$ cat config.mk
export PLATFORM = sky130hd
export DESIGN_NAME = gxp_predictor
export DESIGN_NICKNAME = d
export VERILOG_FILES = /design/src/rtl/gxp_pkg.sv /design/src/rtl/gxp_history.sv /design/src/rtl/gxp_hash.sv /design/src/rtl/gxp_ctr_table.sv /design/src/rtl/gxp_predictor.sv
export SDC_FILE = /design/constraint.sdc
export NUM_CORES = 1
export LEC_CHECK = 0
export BUFFER_PORTS_ARGS = -buffer_cell sky130_fd_sc_hd__buf_2
export CORE_MARGIN = 2
export CORE_UTILIZATION = 60
export DETAILED_ROUTE_END_ITERATION = 16
export PLACE_DENSITY_LB_ADDON = 0.12
export RECOVER_POWER = 100
export SYNTH_ARGS = -nofsm -noshare
export SYNTH_HDL_FRONTEND = slang
export SYNTH_SLANG_ARGS = --single-unit
$ cat constraint.sdc
create_clock -name clk -period 9.2 [get_ports clk]
set_clock_uncertainty 0.05 [all_clocks]
set_input_delay 1.84 -clock clk [delete_from_list [all_inputs] [get_ports clk]]
set_output_delay 1.84 -clock clk [all_outputs]
set_load 0.005 [all_outputs]
$ cat src/rtl/gxp_pkg.sv
package gxp_pkg;

    typedef enum logic [1:0] {
        CTR_SNT = 2'b00,
        CTR_WNT = 2'b01,
        CTR_WT  = 2'b10,
        CTR_ST  = 2'b11
    } ctr_e;

    localparam ctr_e CTR_INIT = CTR_WNT;

    typedef struct packed {
        logic valid;
        logic taken;
    } outcome_t;

    function automatic ctr_e ctr_train(input ctr_e cur, input logic taken);
        ctr_e nxt;
        nxt = cur;
        if (taken) begin
            if (cur != CTR_ST) nxt = ctr_e'(cur + 2'd1);
        end else begin
            if (cur != CTR_SNT) nxt = ctr_e'(cur - 2'd1);
        end
        return nxt;
    endfunction

    function automatic logic ctr_dir(input ctr_e c);
        return c[1];
    endfunction

endpackage

$ cat src/rtl/gxp_history.sv
module gxp_history
    import gxp_pkg::*;
#(
    parameter int HIST_W = 8
) (
    input  logic              clk,
    input  logic              rst,
    input  outcome_t          shift_in,
    input  logic              restore,
    input  logic [HIST_W-1:0] restore_val,
    input  logic              restore_taken,
    output logic [HIST_W-1:0] hist_q
);

    logic [HIST_W-1:0] hist_d;

    always_comb begin
        hist_d = hist_q;
        if (restore)
            hist_d = {restore_val[HIST_W-2:0], restore_taken};
        else if (shift_in.valid)
            hist_d = {hist_q[HIST_W-2:0], shift_in.taken};
    end

    always_ff @(posedge clk) begin
        if (rst) hist_q <= '0;
        else     hist_q <= hist_d;
    end

    a_r1_hist_clear: assert property (@(posedge clk) rst |=> hist_q == '0);

    a_r6_shift_in: assert property (@(posedge clk) disable iff (rst)
        (shift_in.valid && !restore) |=> hist_q[0] == $past(shift_in.taken));

    a_r7_restore_wins: assert property (@(posedge clk) disable iff (rst)
        restore |=> hist_q[HIST_W-1:1] == $past(restore_val[HIST_W-2:0]));

    a_r8_hist_idle: assert property (@(posedge clk) disable iff (rst)
        (!restore && !shift_in.valid) |=> $stable(hist_q));

endmodule

$ cat src/rtl/gxp_hash.sv
module gxp_hash #(
    parameter int HIST_W = 8,
    parameter int ADDR_W = 16
) (
    input  logic [ADDR_W-1:0] addr,
    input  logic [HIST_W-1:0] hist,
    output logic [HIST_W-1:0] index
);

    for (genvar b = 0; b < HIST_W; b++) begin : g_bit
        assign index[b] = addr[b] ^ hist[b];
    end

endmodule

$ cat src/rtl/gxp_ctr_table.sv
module gxp_ctr_table
    import gxp_pkg::*;
#(
    parameter int HIST_W = 8
) (
    input  logic              clk,
    input  logic              rst,
    input  logic [HIST_W-1:0] rd_idx,
    output ctr_e              rd_ctr,
    input  logic              wr_en,
    input  logic [HIST_W-1:0] wr_idx,
    input  logic              wr_taken
);

    localparam int DEPTH = 1 << HIST_W;

    ctr_e ctr_q [DEPTH];

    assign rd_ctr = ctr_q[rd_idx];

    always_ff @(posedge clk) begin
        if (rst) begin
            for (int i = 0; i < DEPTH; i++) ctr_q[i] <= CTR_INIT;
        end else if (wr_en) begin
            ctr_q[wr_idx] <= ctr_train(ctr_q[wr_idx], wr_taken);
        end
    end

    a_r4_ceiling: assert property (@(posedge clk) disable iff (rst)
        (wr_en && wr_taken && ctr_q[wr_idx] == CTR_ST)
        |=> ctr_q[$past(wr_idx)] == CTR_ST);

    a_r5_floor: assert property (@(posedge clk) disable iff (rst)
        (wr_en && !wr_taken && ctr_q[wr_idx] == CTR_SNT)
        |=> ctr_q[$past(wr_idx)] == CTR_SNT);

    a_r4_rise: assert property (@(posedge clk) disable iff (rst)
        (wr_en && wr_taken && ctr_q[wr_idx] == CTR_WNT)
        |=> ctr_q[$past(wr_idx)] == CTR_WT);

    a_r5_fall: assert property (@(posedge clk) disable iff (rst)
        (wr_en && !wr_taken && ctr_q[wr_idx] == CTR_WT)
        |=> ctr_q[$past(wr_idx)] == CTR_WNT);

endmodule

$ cat src/rtl/gxp_predictor.sv
module gxp_predictor
    import gxp_pkg::*;
#(
    parameter int HIST_W = 8,
    parameter int ADDR_W = 16
) (
    input  logic              clk,
    input  logic              rst,
    input  logic [ADDR_W-1:0] lk_addr,
    output logic              pred_taken,
    output logic [HIST_W-1:0] pred_index,
    input  logic              upd_valid,
    input  logic [HIST_W-1:0] upd_index,
    input  logic              upd_taken,
    input  logic              hr_valid,
    input  logic [HIST_W-1:0] hr_value,
    input  logic              hr_taken
);

    logic [HIST_W-1:0] hist;
    ctr_e              rd_ctr;
    outcome_t          resolved;

    assign resolved = '{valid: upd_valid, taken: upd_taken};

    gxp_history #(.HIST_W(HIST_W)) u_hist (
        .clk           (clk),
        .rst           (rst),
        .shift_in      (resolved),
        .restore       (hr_valid),
        .restore_val   (hr_value),
        .restore_taken (hr_taken),
        .hist_q        (hist)
    );

    gxp_hash #(.HIST_W(HIST_W), .ADDR_W(ADDR_W)) u_hash (
        .addr  (lk_addr),
        .hist  (hist),
        .index (pred_index)
    );

    gxp_ctr_table #(.HIST_W(HIST_W)) u_table (
        .clk      (clk),
        .rst      (rst),
        .rd_idx   (pred_index),
        .rd_ctr   (rd_ctr),
        .wr_en    (upd_valid),
        .wr_idx   (upd_index),
        .wr_taken (upd_taken)
    );

    assign pred_taken = ctr_dir(rd_ctr);

    a_r2_index_hash: assert property (@(posedge clk) disable iff (rst)
        (pred_index ^ hist) == lk_addr[HIST_W-1:0]);

    a_r1_reset_not_taken: assert property (@(posedge clk) rst |=> !pred_taken);

endmodule

==> key figures <==
Worst setup path
  – Stages on worst setup path: 12
  – Critical Path Most Common Cell: clkbuf_1
  – CP max stage delay: 1130 ps
  – Startpoint Class: primary input
  – FF-to-FF End: u_table.ctr_q[180][1]
  – CP Class: primary input to flip-flop
  – Worst reg2reg path depth: 10
  – WP buf/inv: 5
  – Critical Path RT: 9490 ps
  – Worst path arrival time: 8280 ps
  – R2r setup slk: 5230 ps
  – Top Family by Delay on Critical Path: buffers and inverters
  – CP max FO: 43
  – Worst path slowest cell: clkbuf_1
  – Setup crit end: u_table.ctr_q[180][1]
  – CP cell instances: clkbuf_1 > clkbuf_1 > inv_1 > nand2_1 > clkbuf_1 > nor2_1 > a311oi_1 > nand4_1 > a21oi_1 > maj3_4 > buf_4 > nor3_1
  – Worst setup EP type: flip-flop
  – FF-to-FF Start: u_table.ctr_q[204][1]
  – CP startpoint: upd_index[3]

Global route
  – Met3 Track Usage GR: 9.90%
  – Grt met2 use: 53.2%
  – Initial antenna violation count: 5
  – GR Util met1: 49.5%
  – Total GRT Usage: 35.7%
  – Total gr overflow: 0
  – Vias in the first global route: 20200
  – Global-route wire length before repair: 131000 microns
  – Pin count of the biggest net entering global routing: 140
  – Busiest grt layer: met2

STA
  – Relative slew slack: -30.2%
  – RSZ-0062 raised after global routing: no
  – Fin Hold WS: 594 ps
  – Final setup TNS: 0 ps
  – Final worst path period share: 86.9%
  – Fmax: 125 MHz
  – Min Tclk post-route: 8000 ps
  – Slew Viols, Final: 333
  – Hold Vio Cnt, Final: 0
  – Measured slew at the worst slew-check pin: 1950 ps
  – Count of final setup violators: 0

Clock network
  – Setup Fix Bufs, Post-CTS: 0
  – CTS Buf Count: 54
  – Worst-skew pair later-pin latency: 630 ps
  – H-tree levels: 2
  – CTS hold repair buffers: 0
  – CTS tree: done
  – Clock Pin Slew Worst Setup and Hold Paths: 60 ps
  – Clock sink count: 520
  – CTS root buffer: clkbuf_16
  – Max clock buf depth: 3
  – Post-cts resize count: 0

Final layout
  – # nets final: 2174
  – Area growth, synth to finish: 2.89%
  – # fillers: 3805
  – Fraction of layout cells with a size suffix above 1: 16.7%
  – Cell area after layout: 30200 sq um

Drt
  – DR pass1 iterations: 8
  – Detailed Route Iter0 Violations: 3099
  – Wire length per cell: 32.1 microns
  – Final ANT Viol Nets: 0
  – Routed Wire Length: 90100 microns
  – DRC violations left: 0
  – Number of vias per cell: 7.38
  – DR vias: 20700

Floorplan
  – Num rows: 81
  – Core area: 48600 sq um
  – DIE AREA: 50800 sq um
  – Die width: 225 microns
  – Die Span Y: 225 microns
  – IO Count: 47
  – Initial Util: 60.4%

Synthesis
  – Most frequent cells after synthesis: edfxtp_1, nand3_1, a21o_1
  – Yosys warns: 0
  – Netlist cell types: 52
  – Top cell type's share of synthesized area: 52.3%
  – Count leader, synth: edfxtp_1
  – Top cells by area, synth: edfxtp_1, mux4_2, nor3_2
  – Post-synth EDFFs: 512
  – Post-synth top area cell: edfxtp_1
  – Mapped Nets: 2287
  – Syn Std Cell Area: 29400 sq um
  – Seq cells post-synth: 520
  – Post-synthesis cell count: 2249
  – Mean Syn Cell Area: 13.1 sq um
  – Sequential-to-total area share from yosys stat: 52.9%
  – Prevailing post-synth register cell: edfxtp_1
  – Asr flop ratio synth: 0%

Placement
  – Cell Area, Placed: 29500 sq um
  – # port buffers: 37
  – GPL Wtd Cong: 0.897
  – Hpwl dp: 55000 microns

Power
  – Total power: 5.60 mW
  – Sequential power share: 47.8%
  – P_sw: 1.50 mW
  – P per Cell Area: 185 nW/um^2
  – Clk pwr share: 38.1%
  – Lkg Pwr: 9.86 nW
  – Comb power frac: 14.0%
  – Internal Pwr Total: 4.11 mW
  – Worst vdd ir: 0.166 mV
  – Switching part of the total: 26.7%

Flow run
  – Max-Cap Viols: 14

Worst hold path
  – Worst min path class: flip-flop to flip-flop

Outcome
  – Failing checks: capacitance limit, slew limit
  – Status: complete, but fails checks
layout by cell type, fill, tap and decap left out, types with 42 or more instances in the layout:
cell	Yosys	layout
edfxtp_1	512	512
nand3_1	271	271
nor3_1	80	225
a21o_1	184	184
mux4_2	159	159
mux2i_1	120	120
nand2_1	110	110
nor2_1	103	92
clkbuf_16	0	55
clkbuf_1	165	47
a22oi_1	46	46
buf_4	15	43
nand2b_1	42	42
tightest hold or removal path: stages (launching register included):
cell and delay, ps:
dfxtp_1 340, mux2i_1 70, nor2_1 80, a21oi_1 50, nor2_1 70
cell families (layout without fill, tap and decap cells):
group,Yosys count,count (layout),synth area share (%)
adder cells (fa/ha/maj),2,2,0.0937
other,0,2,0
flip-flops,520,520,52.9
AND/OR/NAND/NOR,833,833,16.4
AO/OA/AOI/OAI,317,317,8.00
multiplexers,281,281,16.3
buffers and inverters,288,218,6.03
XOR/XNOR,8,8,0.238
power groups by stage:
stage          combinational [mW]  clock [mW]  sequential [mW]
2_1_floorplan               0.651           0             2.71
3_3_place_gp                0.785           0             2.72
3_5_place_dp                0.798           0             2.73
4_1_cts                     0.799        2.14             2.68
5_1_grt                     0.815        2.23             2.68
6_report                    0.785        2.14             2.68
metrics by stage:
stage | setup WS (ps) | cells | util [%]
5_1_grt | 1380 | 2801 | 62.2
3_3_place_gp | 2240 | 2702 | 60.6
2_1_floorplan | 2970 | 2249 | -
4_1_cts | 2150 | 2801 | 64.0
3_5_place_dp | 2170 | 2702 | 60.6
6_report | 1200 | 2803 | 62.2
state kept, by name (all words and copies together) (netlist names):
signal and cells:
u_hist.hist_q 8, u_table.ctr_q 512
how the worst min path moves through the flow:
| stage | start | to | slack [ps] | cells past startpoint |
|---|---|---|---|---|
| 2_1_floorplan | u_hist.hist_q[7] | u_hist.hist_q[7] | 540 | 4 |
| 3_3_place_gp | u_hist.hist_q[7] | u_hist.hist_q[7] | 580 | 4 |
| 3_5_place_dp | u_hist.hist_q[7] | u_hist.hist_q[7] | 590 | 4 |
| 4_1_cts | u_hist.hist_q[7] | u_hist.hist_q[7] | 600 | 4 |
| 5_1_grt | u_hist.hist_q[7] | u_hist.hist_q[7] | 650 | 4 |
| 6_report | u_hist.hist_q[7] | u_hist.hist_q[7] | 590 | 4 |
metal layers:
layer | share of wire (%) | wire, microns | vias to the layer above
met3 | 13 | 11900 | 239
li1 | - | - | 8493
met2 | 45 | 40700 | 1495
met4 | 4.6 | 4170 | 6
met5 | 0.049 | 44 | -
met1 | 37 | 33200 | 10400
cell type report:
cell class	count	area (sq um)	area share, %
Inverter	5	18.8	0.0621
Clock buffer	72	1470	4.86
Tap cell	622	778	2.57
Sequential cell	520	15500	51.4
Timing Repair Buffer	114	767	2.54
Multi-Input combinational cell	1441	11500	37.9
Antenna cell	2	5.00	0.0166
Clock inverter	27	205	0.679
Power figures use the tool's default switching activity.
